<file path="src/rtl/dpm_pkg.sv">
package dpm_pkg;
  parameter int unsigned DEF_W = 3;

  typedef enum logic {
    MODE_SPREAD = 1'b0,
    MODE_PLAIN  = 1'b1
  } dpm_mode_e;
endpackage

</file>
<file path="src/rtl/dpm_counter.sv">
module dpm_counter #(
  parameter int unsigned W = 3
) (
  input  logic         clk,
  input  logic         rst_n,
  input  logic         enable,
  output logic [W-1:0] count,
  output logic         last_slot
);
  localparam logic [W-1:0] MAXC = {W{1'b1}};

  always_ff @(posedge clk or negedge rst_n) begin
    if (!rst_n)      count <= '0;
    else if (enable) count <= count + 1'b1;
    else             count <= '0;
  end

  assign last_slot = (count == MAXC);

  AST_CNT_HELD: assert property (@(posedge clk) disable iff (!rst_n)
    !enable |=> (count == '0));
  AST_CNT_STEP: assert property (@(posedge clk) disable iff (!rst_n)
    enable |=> (count == W'($past(count) + 1'b1)));
endmodule

</file>
<file path="src/rtl/dpm_shadow.sv">
module dpm_shadow #(
  parameter int unsigned W = 3
) (
  input  logic            clk,
  input  logic            rst_n,
  input  logic            enable,
  input  logic            last_slot,
  input  logic            duty_wr,
  input  logic [W-1:0]    duty_in,
  input  logic            plain_mode,
  output logic [W-1:0]    duty_act,
  output dpm_pkg::dpm_mode_e mode_act
);
  import dpm_pkg::*;

  logic [W-1:0] pend_q, pend_nxt;
  dpm_mode_e    mpend_q, mpend_nxt;
  logic         load;

  always_comb begin
    pend_nxt  = duty_wr ? duty_in : pend_q;
    mpend_nxt = duty_wr ? dpm_mode_e'(plain_mode) : mpend_q;
    load      = !enable || last_slot;
  end

  always_ff @(posedge clk or negedge rst_n) begin
    if (!rst_n) begin
      pend_q   <= '0;
      mpend_q  <= MODE_SPREAD;
      duty_act <= '0;
      mode_act <= MODE_SPREAD;
    end else begin
      pend_q  <= pend_nxt;
      mpend_q <= mpend_nxt;
      if (load) begin
        duty_act <= pend_nxt;
        mode_act <= mpend_nxt;
      end
    end
  end

  AST_ACT_HOLD: assert property (@(posedge clk) disable iff (!rst_n)
    (enable && !last_slot) |=> ($stable(duty_act) && $stable(mode_act)));
  AST_IDLE_LOAD: assert property (@(posedge clk) disable iff (!rst_n)
    (!enable && duty_wr) |=> (duty_act == $past(duty_in)));
endmodule

</file>
<file path="src/rtl/dpm_compare.sv">
module dpm_compare #(
  parameter int unsigned W = 3
) (
  input  logic               enable,
  input  logic [W-1:0]       count,
  input  logic [W-1:0]       duty_act,
  input  dpm_pkg::dpm_mode_e mode_act,
  output logic               hit
);
  import dpm_pkg::*;

  logic [W-1:0] mirrored;
  logic [W-1:0] cmp_val;

  for (genvar i = 0; i < W; i++) begin : g_mirror
    assign mirrored[i] = count[W-1-i];
  end

  always_comb begin
    cmp_val = (mode_act == MODE_PLAIN) ? count : mirrored;
    hit     = enable && (cmp_val < duty_act);
  end

  always_comb begin
    AST_ZERO_DUTY: assert (duty_act != '0 || !hit);
  end
endmodule

</file>
<file path="src/rtl/dpm_gen.sv">
module dpm_gen #(
  parameter int unsigned W = dpm_pkg::DEF_W
) (
  input  logic         clk,
  input  logic         rst_n,
  input  logic         enable,
  input  logic         duty_wr,
  input  logic [W-1:0] duty_in,
  input  logic         plain_mode,
  output logic         pulse_out
);
  import dpm_pkg::*;

  logic [W-1:0] count;
  logic         last_slot;
  logic [W-1:0] duty_act;
  dpm_mode_e    mode_act;
  logic [W:0]   highs_q;

  dpm_counter #(.W(W)) u_cnt (
    .clk(clk), .rst_n(rst_n), .enable(enable),
    .count(count), .last_slot(last_slot)
  );

  dpm_shadow #(.W(W)) u_shd (
    .clk(clk), .rst_n(rst_n), .enable(enable), .last_slot(last_slot),
    .duty_wr(duty_wr), .duty_in(duty_in), .plain_mode(plain_mode),
    .duty_act(duty_act), .mode_act(mode_act)
  );

  dpm_compare #(.W(W)) u_cmp (
    .enable(enable), .count(count), .duty_act(duty_act),
    .mode_act(mode_act), .hit(pulse_out)
  );

  // running count of high slots in the current period, for the check below
  always_ff @(posedge clk or negedge rst_n) begin
    if (!rst_n)                   highs_q <= '0;
    else if (!enable || last_slot) highs_q <= '0;
    else                          highs_q <= highs_q + {{W{1'b0}}, pulse_out};
  end

  AST_DUTY_COUNT: assert property (@(posedge clk) disable iff (!rst_n)
    (enable && last_slot) |-> ((highs_q + {{W{1'b0}}, pulse_out}) == {1'b0, duty_act}));
  AST_OFF_LOW: assert property (@(posedge clk) disable iff (!rst_n)
    !enable |-> !pulse_out);
endmodule

</file>
<file path="config.mk">
export PLATFORM = sky130hd
export DESIGN_NAME = dpm_gen
export DESIGN_NICKNAME = d
export VERILOG_FILES = /design/src/rtl/dpm_pkg.sv /design/src/rtl/dpm_counter.sv /design/src/rtl/dpm_shadow.sv /design/src/rtl/dpm_compare.sv /design/src/rtl/dpm_gen.sv
export SDC_FILE = /design/constraint.sdc
export NUM_CORES = 1
export LEC_CHECK = 0
export ABC_CLOCK_PERIOD_IN_PS = 3850
export CORE_AREA = 8 8 45 47
export CTS_CLUSTER_SIZE = 20
export DETAILED_ROUTE_END_ITERATION = 10
export DIE_AREA = 0 0 53 55
export DONT_BUFFER_PORTS = 1
export GPL_ROUTABILITY_DRIVEN = 0
export PLACE_DENSITY_LB_ADDON = 0.08
export SLEW_MARGIN = 5
export SYNTH_ARGS = -nofsm -noshare
export SYNTH_HDL_FRONTEND = slang
export SYNTH_SLANG_ARGS = --single-unit
</file>
<file path="constraint.sdc">
create_clock -name clk -period 3.85 [get_ports clk]
set_clock_uncertainty 0.2 [all_clocks]
set_input_delay 0.385 -clock clk [delete_from_list [all_inputs] [get_ports clk]]
set_output_delay 0.385 -clock clk [all_outputs]
set_load 0.01 [all_outputs]
</file>
==> out/metrics.csv, run 1 <==
stage,metric,value,unit
route,wl_per_cell,14.70,um
global_routing,grt_pass1_vias,306,
synthesis,synthDistinctLibCells,12,
status,outcome,completed,
setup_path,crit_arrival,1.72,ns
route,drt-total-wl,823,um
power_and_ir_drop,vdd_drop_max,0.1791,mV
clock_tree,numCtsBuffers,3,
global_routing,overflow,0,
layout,n_antenna_cell,0,
route,ant_nets,0,
route,drt-initial-drc-count,0,
synthesis,post-synth-top-area-cell,dfrtp_1,
layout,n_fill_cell,129,
die,dieArea,0.002915,mm^2
power_and_ir_drop,switchingPower,62.53,uW
setup_path,end_kind,primary output,
layout,regArea,275.3,um^2
clock_tree,cts_root_buf,clkbuf_4,
route,vias_per_cell,4.964,
layout,utilization,40.51,%
placed_design,dpl-instance-area,524.3,um^2
die,die_h,55,um
clock_tree,cts_max_level,1,
run,cap_viol_max_count,0,
placed_design,place_ws,1.837,ns
clock_tree,path_clk_slew,0.07,ns
layout,areaGrowthSynthToFinish,11.17,%
placed_design,portBuffers,0,
timing,hold_ws,0.04362,ns
clock_tree,ctsResizeCount,0,
synthesis,netlist_instances,35,
synthesis,synth_area_leaders,"dfrtp_1, mux2_2, ha_1",
synthesis,syn-cell-area,504.2,um^2
synthesis,synth-seq-cells,11,
synthesis,post-synth-top-area-fraction,54.59,%
power_and_ir_drop,clkPwrFrac,31.4,%
die,core_area,0.001384,mm^2
layout,drive_above_1_share,30.00,%
timing,worstMarginPinSlew,0.5093,ns
power_and_ir_drop,pwr-share-seq,53.7,%
timing,slew_violations,0,
clock_tree,cts_sinks,11,
power_and_ir_drop,p_leak,0.0002664,uW
layout,multiInputGateArea,221.5,um^2
power_and_ir_drop,intPower,190.3,uW
layout,final_common_cell,dfrtp_1,
power_and_ir_drop,power_density,451.0,mW/mm^2
global_routing,antenna_found_initial,0,
timing,fmax,433.2,MHz
power_and_ir_drop,sw_frac_of_total,24.73,%
clock_tree,cts_tree,yes,
timing,fin_crit_sh,59.95,%
setup_path,cp_max_fo,3,
synthesis,synth.avg_cell_area,14.41,um^2
global_routing,grt_pass1_wl,1.428,mm
clock_tree,clk_latency,0.27,ns
clock_tree,cts.path.max_buffers,2,
setup_path,crit_type,flop to primary output,
synthesis,ys_seq_area_share,54.59,%
route,vias,278,
timing,setup_viol,0,
layout,fin_area,560.5,um^2
setup_path,r2r_setup_slack,2.23,ns
timing,finalSetupTns,0,ns
timing,rsz0062_at_grt,no,
timing,slew_headroom,65.93,%
die,initial_utilization,36.44,%
worst_hold_path,hp-class,input pin to flop,
setup_path,cp.required,3.26,ns
timing,final-hold-violation-count,0,
die,ios,9,
timing,period_needed,2.308,ns
die,fp.dieW,53,um
setup_path,start_kind,flop,
synthesis,syn_nets,47,
global_routing,grt_usage,7.115,%
layout,nets,53,
die,num_rows,14,
layout,final_cell_mix,"dfrtp_1, mux2_2, ha_1, clkbuf_4",
route,first_pass_iters,1,
route,drcViolationCount,0,
global_routing,grt_max_degree,12,
timing,fin_ws,1.542,ns
synthesis,synth_warnings,0,
power_and_ir_drop,combPwrFrac,14.9,%
[Yosys cell counts]
library cell  count
nor4bb_1          1
ha_1              4
mux2i_1           1
inv_1             2
nor4b_1           1
and2_1            2
mux2_2            9
nand2b_1          1
nor3b_1           1
dfrtp_1          11
a211o_1           1
nor2b_1           1
[worst max-delay path, cell delays in order (launching register included)]
cell and delay [ns]:
dfrtp_1 0.39, mux2_2 0.35, ha_1 0.21, nor4bb_1 0.29, a211o_1 0.22
[cell families after synthesis]
logic type                 count (synthesis)  share of synthesized area, %
AOI/OAI and AO/OA                          1                         1.737
muxes                                     10                         22.09
DFF                                       11                         54.59
and+or+nand+nor                            7                         10.18
buffers and inverters                      2                         1.489
adders and majority gates                  4                         9.926
[per-stage QoR]
| step | power [uW] | cells |
|---|---|---|
| global route | 267.0 | 56 |
| detailed placement | 173.4 | 51 |
| global placement | 171.8 | 51 |
| CTS | 254.4 | 56 |
| finish | 252.8 | 56 |
| floorplan | 166.4 | 35 |
[final cells by class]
class	count	share of cell area, %
clock buffers	4	4.687
flip-flops and latches	11	49.11
repair buffers	1	1.786
well taps	16	3.571
multi-input cells	22	39.51
inverters	2	1.339
[flip-flops by register name (all words and copies together) (netlist names)]
| signal | flops |
|---|---|
| u_shd.mode_act | 1 |
| u_cnt.count | 3 |
| u_shd.duty_act | 3 |
| u_shd.pend_q | 3 |
| u_shd.mpend_q | 1 |
[metal layers]
layer  global-route usage (%)  vias to the layer above  wire length [um]
li1                         -                      135                 -
met1                    7.488                      130               368
met2                    9.961                        9               353
met3                    4.813                        4                73
met4                    5.172                        0                27
met5                        0                        -                 0
[power groups by stage]
stage	combinational (uW)	clock, uW	sequential [uW]
3_3_place_gp	34.6	0	137
3_5_place_dp	35.2	0	138
6_report	37.7	79.5	136
4_1_cts	38.4	80.0	136
2_1_floorplan	30.8	0	136
5_1_grt	42.8	86.7	138
[worst paths after layout]
path                                      to  depth (start not counted)      startpoint
setup / recovery                   pulse_out                          4  u_shd.mode_act
hold / removal                u_cnt.count[1]                          1          enable
max in group asynchronous  u_shd.duty_act[1]                          1           rst_n
setup reg to reg           u_shd.duty_act[0]                          4  u_cnt.count[0]
hold reg to reg               u_cnt.count[0]                          1  u_cnt.count[0]
min in group asynchronous     u_cnt.count[1]                          1           rst_n
[repair_timing]
action                                  CTS  global route
hold buffers                              1             0
endpoints found under the hold margin    11             0
setup buffers                             0             0
endpoints found under the setup margin    0             0
Note: power is estimated with default switching activity, not from simulation.
==> inputs of run 2 (changes only) <==
--- a/config.mk
+++ b/config.mk
@@ -5,7 +5,7 @@
 export SDC_FILE = /design/constraint.sdc
 export NUM_CORES = 1
 export LEC_CHECK = 0
-export ABC_CLOCK_PERIOD_IN_PS = 3850
+export ABC_CLOCK_PERIOD_IN_PS = 2100
 export CORE_AREA = 8 8 45 47
 export CTS_CLUSTER_SIZE = 20
 export DETAILED_ROUTE_END_ITERATION = 10
==> constraint.sdc (replaced) <==
create_clock -name clk -period 2.1 [get_ports clk]
set_clock_uncertainty 0.2 [all_clocks]
set_input_delay 0.21 -clock clk [delete_from_list [all_inputs] [get_ports clk]]
set_output_delay 0.21 -clock clk [all_outputs]
set_load 0.01 [all_outputs]
==> run 2 against run 1 <==
Effect of this change:
- utilization increased by 10 points
- total power grew 97%
- sequential share of layout area is 10 points lower
- clock power increased by 70%
- worst setup slack worse by 1.5 ns
- non-clock buffer count up 11
- final cell count increased by 20%
- global-route usage increased by 0.79 points
==> out/metrics.csv, run 2 (synthesized netlist as in run 1, its figures left out) <==
stage,metric,value,unit
clock_tree,cts_sinks,11,
global_routing,antenna_found_initial,0,
setup_path,crit_type,flop to primary output,
power_and_ir_drop,clkPwrFrac,27.2,%
clock_tree,numCtsBuffers,3,
die,num_rows,14,
setup_path,cp_max_fo,3,
timing,fin_crit_sh,96.66,%
power_and_ir_drop,p_leak,0.0003224,uW
timing,fmax,492.6,MHz
layout,areaGrowthSynthToFinish,39.45,%
clock_tree,clk_latency,0.26,ns
die,die_h,55,um
clock_tree,cts.path.max_buffers,2,
global_routing,grt_pass1_vias,372,
timing,rsz0062_at_grt,yes,
timing,worstMarginPinSlew,0.4715,ns
global_routing,grt_max_degree,12,
placed_design,dpl-instance-area,524.3,um^2
route,drt-initial-drc-count,2,
clock_tree,cts_max_level,1,
run,cap_viol_max_count,0,
power_and_ir_drop,vdd_drop_max,0.3117,mV
layout,top_regs,"u_cnt.count (3), u_shd.duty_act (3), u_shd.pend_q (3)",
die,ios,9,
global_routing,grt_pass1_wl,1.593,mm
power_and_ir_drop,intPower,381.1,uW
route,vias_per_cell,4.821,
placed_design,place_ws,0.2688,ns
route,drcViolationCount,0,
clock_tree,path_clk_slew,0.06,ns
power_and_ir_drop,combPwrFrac,22.6,%
route,ant_nets,0,
global_routing,grt_usage,7.905,%
setup_path,crit_slowest_cell,dfrtp_1,
layout,nets,64,
timing,period_needed,2.030,ns
layout,final_common_cell,dfrtp_1,
layout,fin_area,703.2,um^2
setup_path,crit_arrival,1.62,ns
layout,n_antenna_cell,0,
layout,final_cell_mix,"dfrtp_1, dlygate4sd3_1, mux2_2, ha_1, clkbuf_4",
power_and_ir_drop,power_density,707.1,mW/mm^2
clock_tree,cts_root_buf,clkbuf_4,
route,vias,323,
setup_path,critPathBufInv,0,
layout,drive_above_1_share,33.33,%
power_and_ir_drop,pwr-share-seq,50.1,%
setup_path,path_cells,mux2_4 -> ha_4 -> nor4bb_4 -> a211o_1,
timing,setup_viol,0,
die,initial_utilization,36.44,%
global_routing,overflow,0,
status,outcome,completed,
power_and_ir_drop,sw_frac_of_total,23.35,%
timing,slew_violations,0,
die,dieArea,0.002915,mm^2
timing,final-hold-violation-count,0,
timing,fin_ws,0.07013,ns
timing,slew_headroom,68.46,%
setup_path,start_kind,flop,
setup_path,end_kind,primary output,
placed_design,portBuffers,0,
clock_tree,cts_tree,yes,
setup_path,max_stage_delay,0.40,ns
setup_path,cp.required,1.69,ns
setup_path,critPathTopFamily,flip-flops,
worst_hold_path,hp-class,input pin to flop,
route,wl_per_cell,13.18,um
power_and_ir_drop,switchingPower,116.1,uW
die,core_area,0.001384,mm^2
route,drt-total-wl,883,um
die,fp.dieW,53,um
route,first_pass_iters,3,
run 2: cell count changes in the layout (fill, tap and decap cells not counted):
cell | before | now
nor4b_1 | 1 | 0
ha_1 | 4 | 3
mux2_2 | 9 | 8
mux2_4 | 0 | 1
nor4b_2 | 0 | 1
buf_4 | 0 | 2
nor4bb_4 | 0 | 1
ha_4 | 0 | 1
dlygate4sd3_1 | 1 | 10
nor4bb_1 | 1 | 0
run 2: per-stage QoR:
step	TNS (ns)	cells	util (%)	total power [uW]	hold WS [ns]
floorplan	0	35	-	305.1	-0.2856
global placement	0	51	37.88	315.3	-0.2853
detailed placement	0	51	37.88	318.1	-0.2853
CTS	0	65	47.65	487.8	0.03959
global route	-0.02509	67	50.81	539.6	0.05078
finish	0	67	50.81	497.2	0.05088
run 2: cell type report:
class,count,area [um^2]
clock buffer,4,26.28
fill,126,680.7
inverter,2,7.507
multi-input combinational,22,259.0
sequential,11,275.3
tap,16,20.02
timing repair buffer,12,115.1
run 2: metal layers:
metal  GRT usage (%)  wire length [um]  up-vias
met2           11.91               428       10
met1           7.378               358      156
met5               0                 0        -
met4           5.172                 0        0
met3           6.150                95        0
li1                -                 -      157
run 2: worst paths after layout:
| path | slack (ns) | from | depth (start not counted) | to |
|---|---|---|---|---|
| worst min register to register | 0.32 | u_shd.duty_act[2] | 1 | u_shd.duty_act[2] |
| min in group asynchronous | 0.14 | rst_n | 1 | u_shd.mode_act |
| worst max-delay path | 0.07 | u_shd.mode_act | 4 | pulse_out |
| worst max register to register | 0.46 | u_cnt.count[0] | 4 | u_shd.mode_act |
| max in group asynchronous | 1.24 | rst_n | 1 | u_cnt.count[0] |
| worst min-delay path | 0.05 | duty_wr | 2 | u_shd.duty_act[1] |
run 2: what timing repair did:
action,4_1_cts,5_1_grt
buffers inserted,0,2
setup endpoints to repair,1,1
hold buffers,10,0
hold endpoints to repair,18,0
resized for setup,2,4
pin swaps,2,2
run 2: power by group through the flow:
stage,logic [uW],registers (uW),clock network [uW]
global route,129,252,159
global placement,62.9,252,0
floorplan,56.5,249,0
detailed placement,65.1,253,0
finish,113,249,135
CTS,93.8,249,145
